**config.mk**
```make
export PLATFORM = sky130hd
export DESIGN_NAME = biosig_cmd_ctrl
export DESIGN_NICKNAME = d
export VERILOG_FILES = /design/src/rtl/bcc_pkg.sv /design/src/rtl/bcc_opdec.sv /design/src/rtl/bcc_frame_gate.sv /design/src/rtl/biosig_cmd_ctrl.sv
export SDC_FILE = /design/constraint.sdc
export NUM_CORES = 1
export LEC_CHECK = 0
export BUFFER_PORTS_ARGS = -buffer_cell sky130_fd_sc_hd__buf_2
export CELL_PAD_IN_SITES_DETAIL_PLACEMENT = 1
export CELL_PAD_IN_SITES_GLOBAL_PLACEMENT = 2
export CORE_ASPECT_RATIO = 1.75
export CORE_MARGIN = 1
export CORE_UTILIZATION = 31
export CTS_CLUSTER_DIAMETER = 40
export DETAILED_ROUTE_END_ITERATION = 16
export PLACE_DENSITY = 0.77
export SYNTH_ARGS = -nofsm -noshare
export SYNTH_HDL_FRONTEND = slang
export SYNTH_SLANG_ARGS = --single-unit
```
**constraint.sdc**
```tcl
create_clock -name clk -period 3.2 [get_ports clk]
set_clock_uncertainty 0.05 [all_clocks]
set_input_delay 0.64 -clock clk [delete_from_list [all_inputs] [get_ports clk]]
set_output_delay 0.64 -clock clk [all_outputs]
set_load 0.05 [all_outputs]
```
**src/rtl/bcc_pkg.sv**
```systemverilog
package bcc_pkg;
    localparam int BYTE_W = 8;

    typedef enum logic [2:0] {
        S_IDLE, S_ARG, S_XFER, S_SPIW, S_WDATA, S_RET, S_END, S_STREAM
    } state_t;

    typedef enum logic [2:0] {
        K_NONE, K_SINGLE, K_RREG, K_WREG, K_START, K_FRAME, K_BAD
    } kind_t;

    typedef enum logic [1:0] {
        P_OP, P_ARG, P_DATA
    } phase_t;

    localparam logic [BYTE_W-1:0] OP_WAKE  = 8'h02;
    localparam logic [BYTE_W-1:0] OP_STBY  = 8'h04;
    localparam logic [BYTE_W-1:0] OP_RST   = 8'h06;
    localparam logic [BYTE_W-1:0] OP_START = 8'h10;
    localparam logic [BYTE_W-1:0] OP_STOP  = 8'h11;
endpackage

```
**src/rtl/bcc_opdec.sv**
```systemverilog
module bcc_opdec
    import bcc_pkg::*;
(
    input  logic [BYTE_W-1:0] op,
    output kind_t             kind
);
    always_comb begin
        if (op[7:5] == 3'b001)
            kind = K_RREG;
        else if (op[7:5] == 3'b010)
            kind = K_WREG;
        else if (op == OP_START)
            kind = K_START;
        else if (op == OP_STOP || op == OP_STBY || op == OP_RST || op == OP_WAKE)
            kind = K_SINGLE;
        else
            kind = K_BAD;
    end
endmodule

```
**src/rtl/bcc_frame_gate.sv**
```systemverilog
module bcc_frame_gate #(
    parameter int IW = 8
) (
    input  logic          clk,
    input  logic          rst_n,
    input  logic          drdy_n,
    input  logic          load,
    input  logic [IW-1:0] interval,
    input  logic          en,
    output logic          go
);
    logic          drdy_q;
    logic [IW-1:0] ival_q;
    logic [IW-1:0] skip_q;
    logic          fall;

    assign fall = drdy_q && !drdy_n;
    assign go   = fall && (skip_q == '0);

    always_ff @(posedge clk) begin
        if (!rst_n) begin
            drdy_q <= 1'b1;
            ival_q <= '0;
            skip_q <= '0;
        end else begin
            drdy_q <= drdy_n;
            if (load) begin
                ival_q <= interval;
                skip_q <= '0;
            end else if (en && fall) begin
                skip_q <= (skip_q == '0) ? ival_q : skip_q - 1'b1;
            end
        end
    end
endmodule

```
**src/rtl/biosig_cmd_ctrl.sv**
```systemverilog
module biosig_cmd_ctrl
    import bcc_pkg::*;
#(
    parameter int FRAME_BYTES = 27
) (
    input  logic              clk,
    input  logic              rst_n,
    input  logic              fifo_empty,
    input  logic [BYTE_W-1:0] fifo_data,
    output logic              fifo_rd,
    output logic              spi_start,
    output logic [BYTE_W-1:0] spi_tx,
    input  logic              spi_done,
    input  logic [BYTE_W-1:0] spi_rx,
    output logic              cs_n,
    input  logic              drdy_n,
    output logic              ret_stb,
    output logic [BYTE_W-1:0] ret_dat,
    input  logic              ret_ack,
    output logic              host_stall,
    output logic              err_flag
);
    localparam int CNT_MAX = (FRAME_BYTES > 256) ? FRAME_BYTES : 256;
    localparam int CW      = $clog2(CNT_MAX);

    state_t            state_q, state_d;
    kind_t             kind_q, kind_d, dec_kind;
    phase_t            phase_q, phase_d;
    logic [BYTE_W-1:0] arg_q, arg_d, tx_q, tx_d, rx_q, rx_d;
    logic [CW-1:0]     cnt_q, cnt_d;
    logic              gate_load, gate_en, frame_go, stop_hit;

    bcc_opdec u_dec (.op(fifo_data), .kind(dec_kind));

    assign stop_hit = !fifo_empty && (fifo_data == OP_STOP);
    assign gate_en  = (state_q == S_STREAM) && !stop_hit;

    bcc_frame_gate #(.IW(BYTE_W)) u_gate (
        .clk(clk), .rst_n(rst_n), .drdy_n(drdy_n),
        .load(gate_load), .interval(fifo_data),
        .en(gate_en), .go(frame_go)
    );

    // state register
    always_ff @(posedge clk) begin
        if (!rst_n) begin
            state_q <= S_IDLE;
            kind_q  <= K_NONE;
            phase_q <= P_OP;
            arg_q   <= '0;
            tx_q    <= '0;
            rx_q    <= '0;
            cnt_q   <= '0;
        end else begin
            state_q <= state_d;
            kind_q  <= kind_d;
            phase_q <= phase_d;
            arg_q   <= arg_d;
            tx_q    <= tx_d;
            rx_q    <= rx_d;
            cnt_q   <= cnt_d;
        end
    end

    // next state and queue pops
    always_comb begin
        state_d   = state_q;
        kind_d    = kind_q;
        phase_d   = phase_q;
        arg_d     = arg_q;
        tx_d      = tx_q;
        rx_d      = rx_q;
        cnt_d     = cnt_q;
        fifo_rd   = 1'b0;
        err_flag  = 1'b0;
        gate_load = 1'b0;
        unique case (state_q)
            S_IDLE: if (!fifo_empty) begin
                fifo_rd = 1'b1;
                kind_d  = dec_kind;
                tx_d    = fifo_data;
                phase_d = P_OP;
                unique case (dec_kind)
                    K_SINGLE:               state_d = S_XFER;
                    K_RREG, K_WREG, K_START: state_d = S_ARG;
                    default:                err_flag = 1'b1;
                endcase
            end
            S_ARG: if (!fifo_empty) begin
                fifo_rd   = 1'b1;
                arg_d     = fifo_data;
                gate_load = (kind_q == K_START);
                state_d   = S_XFER;
            end
            S_XFER: state_d = S_SPIW;
            S_SPIW: if (spi_done) begin
                rx_d = spi_rx;
                unique case (phase_q)
                    P_OP: if (kind_q == K_RREG || kind_q == K_WREG) begin
                        phase_d = P_ARG;
                        tx_d    = arg_q;
                        state_d = S_XFER;
                    end else begin
                        state_d = S_END;
                    end
                    P_ARG: begin
                        cnt_d   = CW'(arg_q);
                        phase_d = P_DATA;
                        tx_d    = '0;
                        state_d = (kind_q == K_RREG) ? S_XFER : S_WDATA;
                    end
                    default: if (kind_q == K_WREG) begin
                        if (cnt_q == '0) begin
                            state_d = S_END;
                        end else begin
                            cnt_d   = cnt_q - 1'b1;
                            state_d = S_WDATA;
                        end
                    end else begin
                        state_d = S_RET;
                    end
                endcase
            end
            S_WDATA: if (!fifo_empty) begin
                fifo_rd = 1'b1;
                tx_d    = fifo_data;
                state_d = S_XFER;
            end
            S_RET: if (ret_ack) begin
                if (cnt_q == '0) begin
                    state_d = S_END;
                end else begin
                    cnt_d   = cnt_q - 1'b1;
                    tx_d    = '0;
                    state_d = S_XFER;
                end
            end
            S_END: state_d = (kind_q == K_START || kind_q == K_FRAME) ? S_STREAM : S_IDLE;
            S_STREAM: if (stop_hit) begin
                fifo_rd = 1'b1;
                kind_d  = K_SINGLE;
                phase_d = P_OP;
                tx_d    = OP_STOP;
                state_d = S_XFER;
            end else if (frame_go) begin
                kind_d  = K_FRAME;
                phase_d = P_DATA;
                cnt_d   = CW'(FRAME_BYTES - 1);
                tx_d    = '0;
                state_d = S_XFER;
            end
            default: state_d = S_IDLE;
        endcase
    end

    // outputs
    always_comb begin
        spi_start  = (state_q == S_XFER);
        spi_tx     = tx_q;
        cs_n       = !(state_q == S_XFER || state_q == S_SPIW ||
                       state_q == S_WDATA || state_q == S_RET);
        host_stall = !(state_q == S_IDLE || state_q == S_STREAM);
        ret_stb    = (state_q == S_RET);
        ret_dat    = rx_q;
    end
endmodule

```
==> results of run 1 <==
## layout by cell type (no fill, tap or decap), types with 8 or more instances in the layout
cell type | Yosys | layout
nand2b_1 | 8 | 8
nand3_1 | 15 | 15
dfxtp_1 | 57 | 57
nor2b_1 | 15 | 15
nor3_1 | 9 | 9
buf_4 | 2 | 9
nor2_1 | 17 | 17
a21oi_1 | 17 | 17
a21boi_0 | 16 | 16
mux2i_1 | 19 | 19
inv_1 | 9 | 9
nand2_1 | 79 | 79
clkbuf_16 | 0 | 9
o21ai_0 | 20 | 20
buf_2 | 7 | 43
## flip-flops by register name (all words and copies together), names as in the netlist
register and cells:
u_gate.ival_q 8, ret_dat 8, state_q 3, spi_tx 8, u_gate.skip_q 8, kind_q 3
cnt_q 8, u_gate.drdy_q 1, arg_q 8, phase_q 2
## final cells by class
cell class / instances / area (um^2)
Clock buffer: 12 / 256
Clock inverter: 4 / 27.5
Fill cell: 1270 / 6370
Inverter: 9 / 33.8
Multi-Input combinational cell: 319 / 2010
Sequential cell: 57 / 1140
Tap cell: 127 / 159
Timing Repair Buffer: 53 / 303
## power by group through the flow
stage                     Sequential, W  Combinational, W  Clock, W
after floorplan                0.000797          0.000185         0
after global placement         0.000769          0.000304         0
after detailed placement       0.000770          0.000306         0
after CTS                      0.000755          0.000307  0.000933
after global routing           0.000758          0.000331  0.000967
final                          0.000755          0.000304  0.000918
## cells by family after synthesis
family | share of synthesized area (%)
AOI/OAI and AO/OA | 24.2
xor gates and xnor gates | 1.33
adders and majority gates | 1.14
buffers and inverters | 4.15
DFF | 34.7
muxes | 5.79
and+or+nand+nor | 28.7
## routing by layer
| metal | global-route usage [%] | wire (um) | up-vias |
|---|---|---|---|
| li1 | - | - | 1545 |
| met1 | 21.5 | 4080 | 1525 |
| met2 | 39.2 | 6030 | 43 |
| met3 | 3.76 | 258 | 20 |
| met4 | 9.02 | 286 | 0 |
| met5 | 0 | 0 | - |
## worst max-delay path: stages, from the launching register on
cell and delay, ns:
dfxtp_1 0.77, and3_1 0.28, nand4_1 0.25, nand2_1 0.19, buf_2 0.28
## path summary, 6_finish.rpt
check	from	end	slack [ns]	cells after the start
worst min register to register	ret_dat[4]	ret_dat[4]	0.41	2
worst max register to register	state_q[2]	cnt_q[6]	0.62	5
worst min-delay path	ret_dat[4]	ret_dat[4]	0.41	2
worst max-delay path	state_q[2]	fifo_rd	0.40	4
## stage by stage
step | utilization (%) | cells | total power [W] | worst slack, ns | hold slack [ns]
3_5_place_dp | 35.4 | 565 | 0.00108 | 0.431 | 0.406
3_3_place_gp | 35.4 | 565 | 0.00107 | 0.455 | 0.397
6_report | 38.1 | 581 | 0.00198 | 0.404 | 0.409
5_1_grt | 38.1 | 581 | 0.00206 | 0.221 | 0.432
4_1_cts | 38.1 | 581 | 0.00199 | 0.409 | 0.413
2_1_floorplan | - | 406 | 0.000982 | 0.537 | 0.402
==> impl_results.rst, run 1 <==
.. list-table::
   :header-rows: 1

   * - Metric
     - Value
   * - Ys async rst share
     - 0%
   * - Maximum number of pins on one net before global-route repair
     - 49
   * - Number of synthesized register bits
     - 57
   * - Vias after detailed routing
     - 3133
   * - Synth warn
     - 0
   * - DR pass1 iterations
     - 4
   * - Clock network fraction of total power
     - between 40% and 50%
   * - Net switching share of the total power
     - 29.2%
   * - Dominant cell by count in the synthesized netlist
     - nand2_1
   * - Placed standard-cell area
     - roughly 3600 um^2
   * - Critical path fanouts, max
     - 19
   * - Clock root buffer
     - clkbuf_16
   * - Insertion delay of the later-clocked pin in the worst-skew pair
     - roughly 0.34 ns
   * - Peak supply drop
     - between 0.3 and 0.4 mV
   * - Pwr Density
     - 503 nW/um^2
   * - CTS hold repair buffers
     - 0
   * - Core Region
     - around 10000 um^2
   * - Die span in x
     - 79.8 um
   * - Post-synth EDFFs
     - 0
   * - HPWL after detailed placement
     - 8180 um
   * - Nets
     - 474
   * - Total clock buffers created by CTS
     - 9
   * - Area of the die
     - about 11000 um^2
   * - Number of I/O port buffers
     - 43
   * - Initial Utilization
     - a little under a third
   * - Antenna violations before repair
     - 0
   * - Top cells by instance count after synthesis
     - nand2_1, dfxtp_1, o21ai_0, mux2i_1
   * - CTS-repair resized insts
     - 0
   * - Category of the worst setup path capture point
     - primary output
   * - Status
     - finished clean
   * - Req. time, crit path
     - between 2 and 3 ns
   * - Relative contribution of sequential cells to total power
     - 38.2%
   * - Leakage power figure
     - about 1.6 nW
   * - Mapped Nets
     - approximately 430
   * - Antenna cell count
     - 0
   * - Die Height
     - around 140 um
   * - Time the final worst path needs with I/O delays and setup
     - ~2.8 ns
   * - Startpoint kind of the worst setup timing path
     - flip-flop
   * - TritonCTS clock tree
     - yes
   * - Dominant register cell in the synthesized netlist
     - dfxtp_1
   * - Maximum buffer depth of the clock tree
     - 2
   * - Cell variety after synth
     - 63
   * - Max cap viols
     - 0
   * - Number of nets with antenna violations after detailed routing
     - 0
   * - Number of sinks driven by the clock tree
     - 57
   * - Slew HR
     - around 53%
   * - Syn-to-layout area delta
     - 19.6%
   * - Hold WC Path Type
     - flip-flop to flip-flop
   * - Cell Rows
     - 49
   * - CTS H-tree lvls
     - 3
   * - Number of remaining DRC errors
     - 0
   * - Total I/O pin count
     - 44
   * - Total count of hold-check failures in the final report
     - 0
   * - Layout cell share with drive strength beyond 1
     - 19.6%
   * - Synth Cell Area
     - 3290 um^2
   * - Post-CTS Setup Inserts
     - 0
   * - Final weighted congestion in routability-driven placement
     - 0.790
   * - Vias per inst
     - between 5 and 6
   * - Switching Power
     - 0.000578 W
   * - RSZ-0062 raised after global routing
     - false
   * - Post-synth top area share
     - 34.7%
   * - Actual slew at the worst max-slew pin
     - approximately 0.70 ns
   * - Max Clock Freq
     - roughly 0.36 GHz
   * - Vias in the first global route
     - between 3000 and 4000
   * - Setup CP Type
     - flip-flop to primary output
   * - Number of cells produced by synthesis
     - 406
   * - Data arrival time at the worst-slack endpoint
     - ~2.1 ns
   * - Sequential share of the synthesized area
     - a little over a third
   * - Clock-pin slew reported for the worst setup and hold paths after clock tree synthesis
     - 0.05 ns
   * - Total routing resource utilization after global routing
     - 20.8%
   * - Initial DRC count
     - 93
   * - Cell area after layout
     - between 3000 and 4000 um^2
   * - Top post-synthesis cells by area
     - dfxtp_1, nand2_1, mux2i_1
   * - First-pass GRT wire length
     - approximately 17000 um
   * - Most area-hungry cell type in the Yosys netlist
     - dfxtp_1
   * - Max-slew violation count
     - 0
   * - Wirelength per Cell
     - 18.3 um
   * - Internal Dissipation
     - 0.00140 W
   * - Fin crit share
     - between 80% and 90%
   * - Finish-stage setup viols
     - 0
   * - Detailed Route WL
     - around 11000 um
   * - Combinational group share of total power
     - roughly 15%
   * - Total congestion overflow
     - 0
   * - Average footprint of a synthesized cell
     - approximately 8.1 um^2
   * - Final sum of negative setup slack
     - 0 ns
(Power assumes the default switching activity.)
==> run 2: changes to the inputs <==
--- a/config.mk
+++ b/config.mk
@@ -5,15 +5,16 @@
 export SDC_FILE = /design/constraint.sdc
 export NUM_CORES = 1
 export LEC_CHECK = 0
-export BUFFER_PORTS_ARGS = -buffer_cell sky130_fd_sc_hd__buf_2
 export CELL_PAD_IN_SITES_DETAIL_PLACEMENT = 1
 export CELL_PAD_IN_SITES_GLOBAL_PLACEMENT = 2
 export CORE_ASPECT_RATIO = 1.75
 export CORE_MARGIN = 1
 export CORE_UTILIZATION = 31
 export CTS_CLUSTER_DIAMETER = 40
+export CTS_CLUSTER_SIZE = 14
 export DETAILED_ROUTE_END_ITERATION = 16
-export PLACE_DENSITY = 0.77
+export DONT_BUFFER_PORTS = 1
+export PLACE_DENSITY = 0.71
 export SYNTH_ARGS = -nofsm -noshare
 export SYNTH_HDL_FRONTEND = slang
 export SYNTH_SLANG_ARGS = --single-unit
==> run 2 against run 1 <==
  * First-iteration DRC count increased by 66%
  * Worst setup slack got worse by 0.063 ns
  * Highest routed layer unchanged
  * Critical endpoint unchanged
  * Cell area decreased by 4.3%
  * Sequential power increased by 5.6%
==> impl_results.rst, run 2 (same netlist as run 1, synthesis figures left out) <==
.. list-table::
   :header-rows: 1

   * - Metric
     - Value
   * - Relative contribution of sequential cells to total power
     - 38.4%
   * - Cell with the largest stage delay on the worst path
     - dfxtp_1
   * - Internal Dissipation
     - roughly 0.0015 W
   * - Setup CP Type
     - flip-flop to primary output
   * - Top library cells by usage in the layout, fill and taps aside
     - nand2_1, dfxtp_1, o21ai_0, mux2i_1
   * - Internal reg-to-reg setup slack
     - 0.74 ns
   * - CTS hold repair buffers
     - 0
   * - Req. time, crit path
     - 2.51 ns
   * - Maximum buffer depth of the clock tree
     - 2
   * - Number of I/O port buffers
     - 0
   * - CTS H-tree lvls
     - 3
   * - Final sum of negative setup slack
     - 0 ns
   * - Insertion delay of the later-clocked pin in the worst-skew pair
     - approximately 0.33 ns
   * - Maximum number of pins on one net before global-route repair
     - 64
   * - Chain of cells forming the critical path
     - and3_1 > nand4_1 > nand2_1
   * - Number of fill cells in the layout
     - around 1200
   * - Data arrival time at the worst-slack endpoint
     - 2.17 ns
   * - First-pass GRT wire length
     - 17100 um
   * - Net switching share of the total power
     - a little over a quarter
   * - Largest stage delay on the critical path
     - between 0.7 and 0.8 ns
   * - Layout cell share with drive strength beyond 1
     - 11.9%
   * - Critical path fanouts, max
     - 20
   * - Detailed Route WL
     - ~11000 um
   * - CTS-repair resized insts
     - 0
   * - Max cap viols
     - 0
   * - Number of remaining DRC errors
     - 0
   * - Cell family with the largest share of critical-path delay
     - simple AND/OR/NAND/NOR gates
   * - Clock network fraction of total power
     - approximately half
   * - Total routing resource utilization after global routing
     - between 20 and 25%
   * - Finish-stage setup viols
     - 0
   * - Time the final worst path needs with I/O delays and setup
     - between 2 and 3 ns
   * - Worst Path Buf+Inv
     - 0
   * - Fin crit share
     - roughly 89%
   * - Hold Crit Endpoint
     - u_gate.drdy_q
   * - Actual slew at the worst max-slew pin
     - around 0.7 ns
   * - Launch instance of the worst min-delay path
     - drdy_n
   * - Status
     - finished clean
   * - Number of nets with antenna violations after detailed routing
     - 0
   * - Total count of hold-check failures in the final report
     - 0
   * - Slew HR
     - a little over half
   * - Area of the die
     - approximately 11000 um^2
   * - Leakage power figure
     - approximately 1.5 nW
   * - DR pass1 iterations
     - 4
   * - Clock root buffer
     - clkbuf_16
   * - Clock-pin slew reported for the worst setup and hold paths after clock tree synthesis
     - 0.05 ns
   * - Switching Power
     - ~0.00056 W
   * - Worst reg2reg path depth
     - 5
   * - Total power
     - about 0.0021 W
   * - HPWL after detailed placement
     - approximately 8000 um
   * - Vias per inst
     - between 5 and 6
   * - Total clock buffers created by CTS
     - 9
   * - Die span in x
     - about 80 um
   * - Hold WC Path Type
     - input port to flip-flop
   * - Pwr Density
     - 553 nW/um^2
   * - Final Core Density
     - a little over a third
   * - Placed standard-cell area
     - 3440 um^2
   * - Cell area after layout
     - approximately 3800 um^2
   * - Cell Rows
     - between 40 and 50
   * - Post-CTS Setup Inserts
     - 0
   * - Combinational group share of total power
     - 10.6%
   * - Total congestion overflow
     - 0
   * - RSZ-0062 raised after global routing
     - false
   * - Vias in the first global route
     - 3179
   * - Most common library cell in the layout ignoring fill and taps
     - nand2_1
   * - Max Clock Freq
     - 0.350 GHz
   * - Wirelength per Cell
     - 19.6 um
   * - Initial DRC count
     - ~150
   * - Core Region
     - 10300 um^2
   * - Initial Utilization
     - 31.9%
   * - Worst flop-to-flop path endpoint
     - cnt_q[6]
   * - Max-slew violation count
     - 0
   * - Startpoint kind of the worst setup timing path
     - flip-flop
   * - Total I/O pin count
     - 44
   * - Peak supply drop
     - between 0.3 and 0.4 mV
   * - TritonCTS clock tree
     - yes
   * - Nets
     - ~430
   * - Die Height
     - around 140 um
   * - Antenna violations before repair
     - 0
   * - Final weighted congestion in routability-driven placement
     - 0.764
   * - Category of the worst setup path capture point
     - primary output
   * - Hold Crit Depth
     - 1
   * - Vias after detailed routing
     - just over 3000
   * - Antenna cell count
     - 0
   * - Worst R2R Start
     - state_q[0]
   * - Syn-to-layout area delta
     - 14.4%
   * - Number of sinks driven by the clock tree
     - 57
-- run 2: cell type report --
type | count | area, um^2 | share of cell area (%)
multi-input combinational | 319 | 2010 | 53.6
clock inverter | 5 | 78.8 | 2.10
sequential | 57 | 1140 | 30.4
timing repair buffer | 12 | 90.1 | 2.40
clock buffer | 11 | 243 | 6.46
inverter | 9 | 33.8 | 0.899
tap | 127 | 159 | 4.23
-- run 2: routing by layer --
layer  GRT usage [%]  part of all wire [%]  up-vias  routed length (um)
met3            4.22                   3.2       19                 342
met4            9.96                   2.9        0                 310
met2            38.9                    57       49                6040
met1            20.8                    37     1515                3900
li1                -                     -     1466                   -
met5               0                     0        -                   0
-- run 2: through the flow --
| stage | worst slack, ns | instances | hold slack, ns |
|---|---|---|---|
| after floorplan | 0.537 | 406 | 0.402 |
| after global placement | 0.661 | 524 | 0.421 |
| after detailed placement | 0.618 | 524 | 0.432 |
| after CTS | 0.338 | 540 | 0.334 |
| after global routing | 0.192 | 540 | 0.359 |
| final | 0.341 | 540 | 0.362 |
-- run 2: power groups by stage --
stage	logic [W]	registers, W	clock network (W)
3_5_place_dp	0.000221	0.000812	0
3_3_place_gp	0.000220	0.000812	0
2_1_floorplan	0.000185	0.000797	0
5_1_grt	0.000241	0.000801	0.00111
4_1_cts	0.000223	0.000797	0.00109
6_report	0.000220	0.000797	0.00106
-- run 2: worst max path at each step --
stage               slack (ns)  depth (start not counted)    startpoint   endpoint
floorplan                 0.54                          4    state_q[1]  spi_start
global placement          0.66                          5  fifo_data[7]   err_flag
detailed placement        0.62                          5  fifo_data[7]   err_flag
CTS                       0.34                          3    state_q[0]    fifo_rd
global route              0.19                          3    state_q[0]    fifo_rd
finish                    0.34                          3    state_q[0]    fifo_rd
